### config.mk
export PLATFORM = sky130hd
export DESIGN_NAME = sar_ctl_regs
export DESIGN_NICKNAME = d
export VERILOG_FILES = /design/src/rtl/sar_regs_pkg.sv /design/src/rtl/sar_freeze_flag.sv /design/src/rtl/sar_hwm_track.sv /design/src/rtl/sar_ctl_regs.sv
export SDC_FILE = /design/constraint.sdc
export NUM_CORES = 1
export LEC_CHECK = 0
export ABC_AREA = 1
export CORE_ASPECT_RATIO = 0.75
export CORE_MARGIN = 3
export CORE_UTILIZATION = 45
export CTS_BUF_LIST = sky130_fd_sc_hd__clkbuf_4
export DETAILED_ROUTE_END_ITERATION = 6
export GPL_ROUTABILITY_DRIVEN = 0
export GPL_TIMING_DRIVEN = 0
export PLACE_DENSITY = 0.8
export SLEW_MARGIN = 30
export SYNTH_ARGS = -nofsm -noshare
export SYNTH_HDL_FRONTEND = slang
export SYNTH_SLANG_ARGS = --single-unit
### constraint.sdc
create_clock -name clk -period 3.3 [get_ports clk]
set_input_delay 0.99 -clock clk [delete_from_list [all_inputs] [get_ports clk]]
set_output_delay 0.99 -clock clk [all_outputs]
set_load 0.03 [all_outputs]
### src/rtl/sar_regs_pkg.sv
package sar_regs_pkg;
  localparam int CTL_OFS    = 0;
  localparam int BWT_OFS    = 1;
  localparam int HWM_OFS    = 2;
  localparam int TXCLR_OFS  = 3;
  localparam int RXCLR_OFS  = 4;
  localparam int TX_EN_BIT  = 1;
  localparam int RX_EN_BIT  = 2;
  localparam int FILL_BIT   = 5;
  localparam int NUM_DIR    = 2;

  // next high-water value: clear wins, otherwise keep the larger
  function automatic logic [15:0] hwm_next(input logic [15:0] cur,
                                            input logic [15:0] lvl,
                                            input logic clr);
    if (clr) return '0;
    return (lvl > cur) ? lvl : cur;
  endfunction
endpackage

### src/rtl/sar_freeze_flag.sv
module sar_freeze_flag (
  input  logic clk,
  input  logic rst_n,
  input  logic set_i,
  input  logic clr_i,
  output logic frz_o
);
  always_ff @(posedge clk or negedge rst_n) begin
    if (!rst_n)     frz_o <= 1'b0;
    else if (set_i) frz_o <= 1'b1;
    else if (clr_i) frz_o <= 1'b0;
  end
endmodule

### src/rtl/sar_hwm_track.sv
module sar_hwm_track import sar_regs_pkg::*; #(
  parameter int DEPTH_W = 10
) (
  input  logic               clk,
  input  logic               rst_n,
  input  logic [DEPTH_W-1:0] level_i,
  input  logic               clr_i,
  output logic [DEPTH_W-1:0] hwm_o
);
  logic [15:0] nxt;
  always_comb nxt = hwm_next(16'(hwm_o), 16'(level_i), clr_i);

  always_ff @(posedge clk or negedge rst_n) begin
    if (!rst_n) hwm_o <= '0;
    else        hwm_o <= nxt[DEPTH_W-1:0];
  end
endmodule

### src/rtl/sar_ctl_regs.sv
module sar_ctl_regs import sar_regs_pkg::*; #(
  parameter int ADDR_W  = 4,
  parameter int DEPTH_W = 10,
  parameter int BWT_W   = 11
) (
  input  logic               clk,
  input  logic               rst_n,
  input  logic [ADDR_W-1:0]  reg_addr,
  input  logic               reg_wr,
  input  logic [31:0]        reg_wdata,
  input  logic               reg_rd,
  output logic [31:0]        reg_rdata,
  input  logic               tx_ring_unavail,
  input  logic               rx_ring_unavail,
  input  logic [DEPTH_W-1:0] tx_fifo_level,
  input  logic [DEPTH_W-1:0] rx_fifo_level,
  output logic               tx_fetch_en,
  output logic               rx_accept_en,
  output logic               filler_sel
);
  localparam int HWM_W = 2 * DEPTH_W;

  logic wr_ctl, wr_bwt, wm_clr;
  logic tx_en_q, rx_en_q, fill_q;
  logic [BWT_W-1:0] bwt_q;
  logic [NUM_DIR-1:0] ring_set, clr_cmd, frz;
  logic [DEPTH_W-1:0] levels [NUM_DIR];
  logic [DEPTH_W-1:0] hwm    [NUM_DIR];
  logic [DEPTH_W-1:0] hwm_tx, hwm_rx;

  // address decode
  always_comb begin
    wr_ctl     = reg_wr && (reg_addr == ADDR_W'(CTL_OFS));
    wr_bwt     = reg_wr && (reg_addr == ADDR_W'(BWT_OFS));
    wm_clr     = reg_wr && (reg_addr == ADDR_W'(HWM_OFS)) && (reg_wdata == 32'd0);
    clr_cmd[0] = reg_wr && (reg_addr == ADDR_W'(TXCLR_OFS));
    clr_cmd[1] = reg_wr && (reg_addr == ADDR_W'(RXCLR_OFS));
    ring_set   = {rx_ring_unavail, tx_ring_unavail};
    levels[0]  = tx_fifo_level;
    levels[1]  = rx_fifo_level;
  end

  always_ff @(posedge clk or negedge rst_n) begin
    if (!rst_n) begin
      tx_en_q <= 1'b0;
      rx_en_q <= 1'b0;
      fill_q  <= 1'b0;
      bwt_q   <= '0;
    end else begin
      if (wr_ctl) begin
        tx_en_q <= reg_wdata[TX_EN_BIT];
        rx_en_q <= reg_wdata[RX_EN_BIT];
        fill_q  <= reg_wdata[FILL_BIT];
      end
      if (wr_bwt) bwt_q <= reg_wdata[BWT_W-1:0];
    end
  end

  // per-direction freeze flag and high-water tracker
  for (genvar d = 0; d < NUM_DIR; d++) begin : g_dir
    sar_freeze_flag u_frz (
      .clk(clk), .rst_n(rst_n),
      .set_i(ring_set[d]), .clr_i(clr_cmd[d]), .frz_o(frz[d])
    );
    sar_hwm_track #(.DEPTH_W(DEPTH_W)) u_hwm (
      .clk(clk), .rst_n(rst_n),
      .level_i(levels[d]), .clr_i(wm_clr), .hwm_o(hwm[d])
    );
  end

  assign hwm_tx       = hwm[0];
  assign hwm_rx       = hwm[1];
  assign tx_fetch_en  = tx_en_q && !frz[0];
  assign rx_accept_en = rx_en_q && !frz[1];
  assign filler_sel   = fill_q;

  // read mux
  always_comb begin
    reg_rdata = '0;
    if (reg_rd) begin
      case (reg_addr)
        ADDR_W'(CTL_OFS): begin
          reg_rdata[TX_EN_BIT] = tx_en_q;
          reg_rdata[RX_EN_BIT] = rx_en_q;
          reg_rdata[FILL_BIT]  = fill_q;
        end
        ADDR_W'(BWT_OFS): reg_rdata[BWT_W-1:0] = bwt_q;
        ADDR_W'(HWM_OFS): reg_rdata[HWM_W-1:0] = {hwm_rx, hwm_tx};
        default:          reg_rdata = '0;
      endcase
    end
  end
endmodule

==> Word-level counts from Yosys, hierarchy flattened <==
Index checks and enable logic that the tools add are counted.
{ "classes": {"order_cmp": 2, "n_reduce_logical": 16, "eq_ne": 4, "mux": 17} }
{ "ops": {"columns": ["op", "n"], "rows": [
  ["10-bit two-way mux", 5],
  ["32-bit logical NOT", 1],
  ["10-bit > comparator", 2],
  ["20-bit two-way mux", 1],
  ["5-bit one-hot mux with 2 select lines", 1],
  ["9-bit two-way mux", 1],
  ["4-bit by 2-bit == test with 1-bit output (second input constant)", 2],
  ["1-bit logical AND", 8],
  ["2-bit nonzero test", 4],
  ["2-bit one-hot mux with 3 select lines", 1],
  ["1-bit two-way mux", 5],
  ["4-bit by 1-bit == test with 1-bit output (second input constant)", 1],
  ["4-bit by 3-bit == test with 1-bit output (second input constant)", 1],
  ["4-bit logical NOT", 1],
  ["2-bit one-hot mux with 2 select lines", 1],
  ["1-bit one-hot mux with 3 select lines", 1],
  ["1-bit logical NOT", 2],
  ["1-bit one-hot mux with 2 select lines", 1]
]} }
{ "totals": {"inputBits": 62, "output_inout_bits": 35, "wordCells": 47, "register_bits": 36} }

==> Longest topological paths before layout <==
{ "logic_depth": {"word_depth": 5, "mapped_depth": 11, "mapped_depth_nobuf": 11} }

==> Modules after synthesis <==
From an unflattened synthesis, not the netlist that was laid out.
{ "unflattened": {"cells_unflattened": 384, "hier_area_um2": 2771.4} }
{ "modules_own_cells": {"columns": ["mod", "instances", "area_each_um2", "cells_per_inst"], "rows": [
  ["sar_hwm_track", 2, 764.5, 95],
  ["sar_ctl_regs", 1, 1162.4, 184],
  ["sar_freeze_flag", 2, 40.0, 5]
]} }

==> Worst setup path after synthesis <==
OpenSTA, ideal clock, no wires.
{ "synth_path": {"path_kind": "input -> output", "startpoint": "input reg_addr[3]", "endpoint": "output reg_rdata[10]", "path_slack_ns": 0.143, "t_required_ns": 2.310, "arrival_time_ns": 2.167, "path_stages": 6, "cell_sequence": "nor2_4 inv_2 nor3_4 buf_6 nand2_1 a21oi_1"} }
{ "synth_via": {"elab_chain_len": 3} }
{ "synth_lines": {"columns": ["element", "line", "source"], "rows": [
  ["from (decl)", "sar_ctl_regs.sv:8", "input logic [ADDR_W-1:0] reg_addr,"],
  ["4-bit by 2-bit == test with 1-bit output / 4-bit by 1-bit == test with 1-bit output (equally long branches)", "sar_ctl_regs.sv:81", "case (reg_addr)"],
  ["5-bit one-hot mux with 2 select lines *", "sar_ctl_regs.sv:81", null],
  ["20-bit two-way mux *", "sar_ctl_regs.sv:80", "if (reg_rd) begin"],
  ["to (decl)", "sar_ctl_regs.sv:12", "output logic [31:0] reg_rdata,"]
]} }
Mark *: on every way between the ends. The rest lies on a longest branch, timed or not.

==> Worst setup path in the final report <==
{ "layout_path": {"startpoint": "input reg_rd", "endpoint": "output reg_rdata[17]"} }
{ "layout_via": {"elab_chain_len": 1} }
{ "layout_lines": {"columns": ["element", "line", "source"], "rows": [
  ["from (decl)", "sar_ctl_regs.sv:11", "input logic reg_rd,"],
  ["20-bit two-way mux", "sar_ctl_regs.sv:80", null]
]} }
No other way between the ends.

==> flow_summary.ini <==
[floorplan]
die_area_um2 = 6680
core-area_um2 = 5440
rows = 23
io_pins = 97
chipHeight_um = 71.6
dieWidth_um = 93.4
start_util_pct = 47.4

[global_route]
grt_util_all_layers_pct = 22.0
grt_pass1_vias = 2713
antenna_found_initial = 0
grt_max_degree = 28
grt_pass1_wl_um = 11900
grt_overflow = 0

[worst_setup_path]
arrival_ps = 2220
endpoint_kind = output port
start_kind = primary input
cp-startpoint = reg_rd
r2r_start = g_dir[1].u_hwm.hwm_o[9]$_DFFE_PN0P_
crit_required_ps = 2310
ff2ff_path_depth = 9
critPathKind = primary input to output port
path_max_fanout = 10

[placement]
port_buffers = 84
dpl.hpwl_um = 5660
dpl.cell_count = 524

[timing]
finClkSkew_ps = 5.57
finalSetupViolCount = 0
hold_violations = 0
finalCritPeriodShare_pct = 97.4
timing.hold.ws_ps = 481
rsz0062_at_grt = false
maxSlewViolCount = 0
layout_min_cycle_time_ps = 3210
timing.fmax_ghz = 0.311
finalSetupTns_ps = 0

[clock_tree]
cts_buffers = 5
cts_buffer_depth = 2
cts_sinks = 36
insertion_delay_ps = 340
root_buffer = clkbuf_4
cts_tree = done
cts_hold_buf = 0
path_clk_slew_ps = 90
htreeDepth = 2

[yosys]
ys_top_cells_by_area = dfrtp_1 35%, nand2_1 14%, ha_1 9.7%, inv_1 6.1%, nand4_1 6.1%
syn_area_um2 = 2580
yosysWarnings = 0
avgSynthCellArea_um2 = 7.31
yosysSeqAreaShare_pct = 34.9
synth.distinct_cells = 31
ys_seq_elements = 36
yosysTopAreaCell = dfrtp_1
synth_top_area_share_pct = 34.9
netlist_instances = 353

[layout]
stdcell_count = 537
nNetsFinal = 543
layout-area-overhead-vs-synth_pct = 41.8
antenna-diode-count = 0
drive_above_1_share_pct = 17.3
fillers = 483

[routing]
met2_length_um = 3350
remaining_drc_errors = 0
drtIter0Drc = 163
routedWlPerCell_um = 13.4
firstDrtPassIters = 5
wl_met3_um = 543
drt_wl_total_um = 7180
via_per_inst = 5.19
ant_nets = 0
met1Wirelength_um = 3100
num_vias = 2786
top_layer = met4

[power]
ir_worst_vdd_v = 0.000184
total_power_uw = 1860
p_leak_uw = 0.00188
p_per_area_nw_per_um2 = 510

[min_path]
whs_path_depth = 2
hp-start = bwt_q[8]$_DFFE_PN0P_
hp-class = register to register

[job]
cap_viol_max_count = 0

[run_status]
status = completed
## repair_timing
| item | 4_1_cts | 5_1_grt |
|---|---|---|
| buffers inserted | 5 | 0 |
| resized for setup | 122 | 25 |
| setup endpoints to repair | 20 | 18 |
| hold endpoints to repair | 0 | 0 |
| pin swaps | 3 | 3 |
## critical path: stages
cell and delay [ps]:
clkdlybuf4s50_1 540, clkinv_2 110, clkbuf_4 220, nor3_2 180, buf_4 180
## placed cells by master, fill, tap and decap left out, types with 3 or more instances in the layout
cell | netlist | routed
a21oi_2 | 0 | 5
o21ai_0 | 3 | 3
nand4_1 | 25 | 25
nor3_1 | 10 | 8
buf_4 | 12 | 24
inv_1 | 42 | 42
a21o_1 | 3 | 3
nand3_1 | 31 | 31
clkbuf_4 | 0 | 9
clkbuf_1 | 4 | 3
nand2_2 | 2 | 3
dfrtp_1 | 36 | 36
nor2_1 | 27 | 26
nand2_1 | 99 | 98
ha_1 | 20 | 20
buf_6 | 6 | 10
clkdlybuf4s50_1 | 0 | 59
a21oi_1 | 12 | 7
o21ai_2 | 3 | 3
buf_2 | 2 | 11
conb_1 | 1 | 12
## cells by family (layout without fill, tap and decap cells)
kind of cell | Yosys count | count (layout) | synth area share (%)
AOI/OAI and AO/OA | 26 | 26 | 6.26
DFF | 36 | 36 | 34.9
buffers and inverters | 71 | 169 | 14.0
adders and majority gates | 20 | 20 | 9.70
and+or+nand+nor | 199 | 199 | 35.0
other | 1 | 12 | 0.145
## final cells by class
class | count | area, um^2 | area share, %
multi-input combinational | 257 | 1390 | 38.1
tap | 75 | 93.8 | 2.57
buffer | 25 | 194 | 5.30
clock inverter | 1 | 3.75 | 0.103
sequential | 36 | 901 | 24.6
inverter | 46 | 175 | 4.79
timing repair buffer | 90 | 843 | 23.1
clock buffer | 7 | 52.6 | 1.44
## stage by stage
| step | setup slack [ps] | cell area, um^2 | util (%) |
|---|---|---|---|
| 6_report | 85.1 | 3660 | 67.2 |
| 5_1_grt | 1.51 | 3660 | 67.2 |
| 4_1_cts | 4.63 | 3650 | 67.1 |
| 3_5_place_dp | -889 | 3570 | 65.6 |
| 3_3_place_gp | -844 | 3550 | 65.4 |
| 2_1_floorplan | 143 | 2620 | - |
## sequential cells by signal (all words and copies together) (netlist names)
register,cells
filler_sel,1
g_dir.u_frz.frz_o,2
tx_en_q,1
g_dir.u_hwm.hwm_o,20
rx_en_q,1
bwt_q,11
## routing by layer
| layer | track usage [%] | vias to the layer above |
|---|---|---|
| li1 | - | 1351 |
| met1 | 28.2 | 1290 |
| met2 | 36.1 | 120 |
| met3 | 5.46 | 25 |
| met4 | 7.80 | 0 |
| met5 | 0 | - |
## synth_stat cells (all sizes together)
| library cell | count |
|---|---|
| o21ai | 7 |
| nand2 | 102 |
| o211ai | 1 |
| conb | 1 |
| o21bai | 1 |
| nand3 | 32 |
| a21o | 3 |
| nor2 | 29 |
| ha | 20 |
| nor3 | 11 |
| clkinv | 2 |
| buf | 21 |
| inv | 44 |
| nand4 | 25 |
| clkbuf | 4 |
| dfrtp | 36 |
| a21oi | 12 |
| o221ai | 2 |
## where the power goes
part / switching (uW) / total (uW) / internal [uW] / leakage (uW)
sequential: 114 / 715 / 602 / 0.000439
clock: 139 / 237 / 98.3 / 0.0000338
combinational: 542 / 912 / 370 / 0.00141
total: 794 / 1860 / 1070 / 0.00188
## final timing paths
kind,to,slack [ps]
setup / recovery,reg_rdata[17],90
hold / removal,bwt_q[8]$_DFFE_PN0P_,480
setup reg to reg,g_dir[1].u_hwm.hwm_o[6]$_DFFE_PN0P_,1420
hold reg to reg,bwt_q[8]$_DFFE_PN0P_,480
max in group asynchronous,bwt_q[6]$_DFFE_PN0P_,2370
min in group asynchronous,g_dir[1].u_hwm.hwm_o[9]$_DFFE_PN0P_,500
Note: power is estimated with default switching activity, not from simulation.
